File: src/rtl/irq_ctl_pkg.sv
package irq_ctl_pkg;

    localparam int unsigned REG_W = 8;

    // Packed MSB first: gie is bit 7, chg_flag is bit 0.
    typedef struct packed {
        logic gie;
        logic pie;
        logic tmr_en;
        logic ext_en;
        logic chg_en;
        logic tmr_flag;
        logic ext_flag;
        logic chg_flag;
    } ictl_reg_t;

endpackage

File: src/rtl/irq_sync.sv
module irq_sync #(
    parameter int unsigned W = 1
) (
    input  logic         clk,
    input  logic         rst_n,
    input  logic [W-1:0] async_i,
    output logic [W-1:0] sync_o
);

    typedef struct packed {
        logic [W-1:0] st1;
        logic [W-1:0] st2;
    } sync_t;

    sync_t s_d, s_q;

    always_comb begin
        s_d     = s_q;
        s_d.st1 = async_i;
        s_d.st2 = s_q.st1;
    end

    always_ff @(posedge clk or negedge rst_n) begin
        if (!rst_n) s_q <= '0;
        else        s_q <= s_d;
    end

    assign sync_o = s_q.st2;

endmodule

File: src/rtl/irq_edge_detect.sv
module irq_edge_detect #(
    parameter int unsigned W         = 1,
    parameter bit          RISE_ONLY = 1'b0
) (
    input  logic         clk,
    input  logic         rst_n,
    input  logic [W-1:0] cur_i,
    input  logic [W-1:0] mask_i,
    output logic         evt_o
);

    logic [W-1:0] prev_d, prev_q;
    logic [W-1:0] hit;

    // The previous-value latch follows the pins every cycle, masked or not.
    always_comb begin
        prev_d = cur_i;
    end

    always_ff @(posedge clk or negedge rst_n) begin
        if (!rst_n) prev_q <= '0;
        else        prev_q <= prev_d;
    end

    generate
        if (RISE_ONLY) begin : g_rise
            assign hit = cur_i & ~prev_q & mask_i;
        end else begin : g_any
            assign hit = (cur_i ^ prev_q) & mask_i;
        end
    endgenerate

    assign evt_o = |hit;

endmodule

File: src/rtl/irq_ctl_reg.sv
module irq_ctl_reg
    import irq_ctl_pkg::*;
#(
    parameter int unsigned          ADDR_W   = 8,
    parameter int unsigned          PORT_W   = 6,
    parameter logic [ADDR_W-1:0]    ADDR_PRI = 'h0B,
    parameter logic [ADDR_W-1:0]    ADDR_ALT = 'h8B
) (
    input  logic              clk,
    input  logic              rst_n,
    input  logic [ADDR_W-1:0] bus_addr,
    input  logic [REG_W-1:0]  bus_wdata,
    input  logic              bus_we,
    output logic [REG_W-1:0]  bus_rdata,
    input  logic              tmr_ovf,
    input  logic              ext_pin,
    input  logic [PORT_W-1:0] port_pins,
    input  logic [PORT_W-1:0] ioc_en,
    input  logic              periph_req,
    output logic              irq
);

    ictl_reg_t         r_d, r_q;
    logic              hit;
    logic              ext_sync;
    logic [PORT_W-1:0] port_sync;
    logic              ext_evt;
    logic              chg_evt;

    irq_sync #(.W(1)) u_ext_sync (
        .clk(clk), .rst_n(rst_n), .async_i(ext_pin), .sync_o(ext_sync)
    );

    irq_sync #(.W(PORT_W)) u_port_sync (
        .clk(clk), .rst_n(rst_n), .async_i(port_pins), .sync_o(port_sync)
    );

    irq_edge_detect #(.W(1), .RISE_ONLY(1'b1)) u_ext_edge (
        .clk(clk), .rst_n(rst_n), .cur_i(ext_sync), .mask_i(1'b1), .evt_o(ext_evt)
    );

    irq_edge_detect #(.W(PORT_W), .RISE_ONLY(1'b0)) u_port_chg (
        .clk(clk), .rst_n(rst_n), .cur_i(port_sync), .mask_i(ioc_en), .evt_o(chg_evt)
    );

    assign hit = (bus_addr == ADDR_PRI) || (bus_addr == ADDR_ALT);

    always_comb begin
        r_d = r_q;
        if (bus_we && hit) r_d = ictl_reg_t'(bus_wdata);
        // An event in the same cycle as a clearing write wins.
        if (tmr_ovf) r_d.tmr_flag = 1'b1;
        if (ext_evt) r_d.ext_flag = 1'b1;
        if (chg_evt) r_d.chg_flag = 1'b1;
    end

    always_ff @(posedge clk or negedge rst_n) begin
        if (!rst_n) r_q <= '0;
        else        r_q <= r_d;
    end

    assign bus_rdata = hit ? REG_W'(r_q) : '0;

    assign irq = r_q.gie & ((r_q.tmr_en & r_q.tmr_flag)
                          | (r_q.ext_en & r_q.ext_flag)
                          | (r_q.chg_en & r_q.chg_flag)
                          | (r_q.pie    & periph_req));

endmodule

File: config.mk
export PLATFORM = sky130hd
export DESIGN_NAME = irq_ctl_reg
export DESIGN_NICKNAME = d
export VERILOG_FILES = /design/src/rtl/irq_ctl_pkg.sv /design/src/rtl/irq_sync.sv /design/src/rtl/irq_edge_detect.sv /design/src/rtl/irq_ctl_reg.sv
export SDC_FILE = /design/constraint.sdc
export NUM_CORES = 1
export LEC_CHECK = 0
export BUFFER_PORTS_ARGS = -buffer_cell sky130_fd_sc_hd__buf_4
export CAP_MARGIN = 20
export CORE_UTILIZATION = 45
export DETAILED_ROUTE_END_ITERATION = 10
export PLACE_DENSITY = 0.76
export SLEW_MARGIN = 20
export SYNTH_ARGS = -nofsm -noshare
export SYNTH_HDL_FRONTEND = slang
export SYNTH_SLANG_ARGS = --single-unit
File: constraint.sdc
create_clock -name clk -period 1.39 [get_ports clk]
set_input_delay 0.278 -clock clk [delete_from_list [all_inputs] [get_ports clk]]
set_output_delay 0.278 -clock clk [all_outputs]
set_load 0.01 [all_outputs]
==> run_results.csv <==
group,metric,value,unit
status,outcome,"finished, violations left",
status,failed_checks,"setup timing",
sta,setup_slack,-0.0484,ns
critical_path,r2r-start,"u_port_chg.prev_q[4]",
drt,vias,710,
floorplan,boundaryPins,43,
clock_tree,htree_levels,2,
sta,max_freq,0.695,GHz
sta,finalCritPeriodShare,103,%
floorplan,initial_utilization,50.1,%
drt,wirelength,1880,microns
drt,viasPerCell,4.83,
global_route,grt_max_degree,30,
floorplan,core.rowCount,16,
clock_tree,clkTransAtPathRegs,0.08,ns
clock_tree,clock_latency,0.31,ns
drt,final_antenna_net_count,0,
clock_tree,clock-sinks,29,
pwr,powerDensity,996,nW/um^2
yosys,postSynthAreaPerCell,15.4,sq um
sta,finalSetupTns,-0.336,ns
global_route,grt_pass1_wl,3130,microns
drt,drc,0,
global_route,antenna_found_initial,0,
place,place_ws,-0.0861,ns
pwr,p_leak,0.760,nW
floorplan,fp.coreArea,2060,sq um
global_route,grt_pass1_vias,762,
sta,tightest_slew,0.344,ns
place,place_area,1380,sq um
sta,slew_viol_final,0,
critical_path,end_kind,"output pin",
drt,drtPass1Iterations,2,
sta,slew_headroom,77.0,%
floorplan,die_area,2490,sq um
clock_tree,clk_path_buf_depth,2,
critical_path,worst_ep_arrival_time,1.16,ns
sta,hold_viol,0,
cells_and_area,fin_area,1550,sq um
critical_path,r2r_cells,4,
place,place_hpwl,1260,microns
yosys,postSynthCellCount,67,
floorplan,die_w,49.9,microns
critical_path,path_class,"in -> out",
worst_hold_path,hold_path_class,"in -> reg",
cells_and_area,area_growth,49.8,%
yosys,yosysWarnings,0,
global_route,grt_usage,17.5,%
flow_run,cap_viol_max_count,0,
critical_path,crit_end,"bus_rdata[6]",
sta,clock-skew-final,0.00778,ns
sta,min_period,1.44,ns
critical_path,cp-start-kind,"primary input",
cells_and_area,nets,154,
cells_and_area,drive_gt1_share,58.3,%
clock_tree,cts_buffers,5,
sta,rsz0062_at_grt,"true",
critical_path,ff2ff_setup_slack,0.19,ns
yosys,ys_seq_area_share,70.3,%
sta,fin_hold_ws,0.0678,ns
floorplan,fp.dieH,49.9,microns
critical_path,worstPathMaxFanout,5,
yosys,ys_ff_latch,29,
critical_path,rr_endpoint,"r_q[0]",
pwr,ir_worst_vdd,0.838,mV
clock_tree,cts_tree,"done",
cells_and_area,fillers,141,
yosys,synthesis.nets,101,
drt,drt_iter0_drc,8,
place,place.port_buffers,41,
global_route,overflow,0,
clock_tree,clockRootBuffer,"clkbuf_4",
critical_path,worstPathRequired,1.11,ns
place,place.gp.congestion,0.689,
cells_and_area,n_antenna_cell,0,
critical_path,cp-startpoint,"bus_addr[5]",
sta,setup_violations,9,
yosys,synth_area,1030,sq um
cells_and_area,finish.utilization,75.0,%
drt,wl_per_cell,12.8,microns
yosys,synth_cell_types,19,
## layer usage
| metal | part of all wire, % | track usage, % |
|---|---|---|
| met1 | 38 | 18.5 |
| met2 | 55 | 30.2 |
| met3 | 6.3 | 6.79 |
| met4 | 0 | 8.57 |
| met5 | 0 | 0 |
## cells in the mapped netlist
library cell / n / area share [%]
a22oi_1: 3 / 2.2
and4bb_2: 1 / 1.2
inv_1: 1 / 0.36
a21boi_0: 1 / 0.73
mux2_2: 5 / 5.5
dfrtp_1: 29 / 70
nand2_1: 1 / 0.36
nand3b_1: 1 / 0.73
nor2_1: 1 / 0.36
nand3_1: 2 / 0.97
clkbuf_2: 1 / 0.48
nand4_4: 1 / 2.1
xor2_1: 6 / 5.1
and2_1: 8 / 4.8
a221oi_1: 1 / 0.85
o21ai_0: 1 / 0.48
mux2i_1: 2 / 1.9
and3_2: 1 / 0.73
a22o_1: 1 / 0.85
## final cells by class
type / count / area, sq um / area share [%]
repair buffers: 46 / 385 / 24.9
flip-flops and latches: 29 / 726 / 46.9
well taps: 27 / 33.8 / 2.18
inverters: 1 / 3.75 / 0.243
multi-input cells: 37 / 343 / 22.2
clock buffers: 7 / 55.1 / 3.56
## placed cells by master, fill, tap and decap left out, drive strengths merged
master	Yosys	layout
nand4	1	1
buf	0	45
nand2	1	1
and3	1	2
dlygate4sd3	0	1
clkbuf	1	7
a22oi	3	3
xor2	6	6
nand3b	1	1
nor2	1	1
a22o	1	1
and4bb	1	1
a221oi	1	1
o21ai	1	1
nand3	2	2
a21boi	1	1
dfrtp	29	29
mux2	5	5
and2	8	8
inv	1	1
mux2i	2	2
## worst min-delay path by stage
stage	cells after the start	startpoint	slack (ns)	endpoint
floorplan	0	rst_n	-0.02	r_q[0]
global placement	1	rst_n	0.21	u_port_sync.s_d[3]
detailed placement	1	rst_n	0.21	u_port_chg.prev_q[3]
CTS	1	port_pins[4]	0.05	u_port_sync.s_d[4]
global route	1	port_pins[4]	0.04	u_port_sync.s_d[4]
finish	1	port_pins[1]	0.07	u_port_sync.s_d[1]
## power by group
group / switching, mW / total (mW) / internal, mW / leakage [nW]
combinational: 0.0508 / 0.147 / 0.0966 / 0.390
sequential: 0.0248 / 0.911 / 0.886 / 0.339
clock: 0.243 / 0.482 / 0.238 / 0.0314
total: 0.319 / 1.54 / 1.22 / 0.760
## flip-flops by register name, summed over array words and instances (netlist names)
register	flops
u_port_sync.s_d	6
u_port_sync.sync_o	6
u_ext_sync.s_d	1
u_ext_edge.prev_q	1
u_ext_sync.sync_o	1
r_q	8
u_port_chg.prev_q	6
## critical path, stage by stage
cell	delay (ns)
buf_6	0.09
and4bb_2	0.33
and3_4	0.22
and2_4	0.15
buf_6	0.09
## cell families after synthesis
kind of cell | share of synthesized area, %
flip-flops | 70.3
AND/OR/NAND/NOR | 11.3
AO/OA/AOI/OAI | 5.09
multiplexers | 7.39
XOR/XNOR | 5.09
buffers and inverters | 0.848
## what timing repair did
item	CTS	global route
hold buffers	1	0
gates cloned	1	0
endpoints found under the hold margin	29	0
gates resized for setup	14	9
pin swaps	7	2
endpoints found under the setup margin	9	9
buffers inserted	2	1
## through the flow
stage / std cells / total power, mW
floorplan: 67 / 0.961
global placement: 135 / 1.05
detailed placement: 135 / 1.06
CTS: 146 / 1.56
global route: 147 / 1.62
finish: 147 / 1.54
Note: power is estimated with default switching activity, not from simulation.
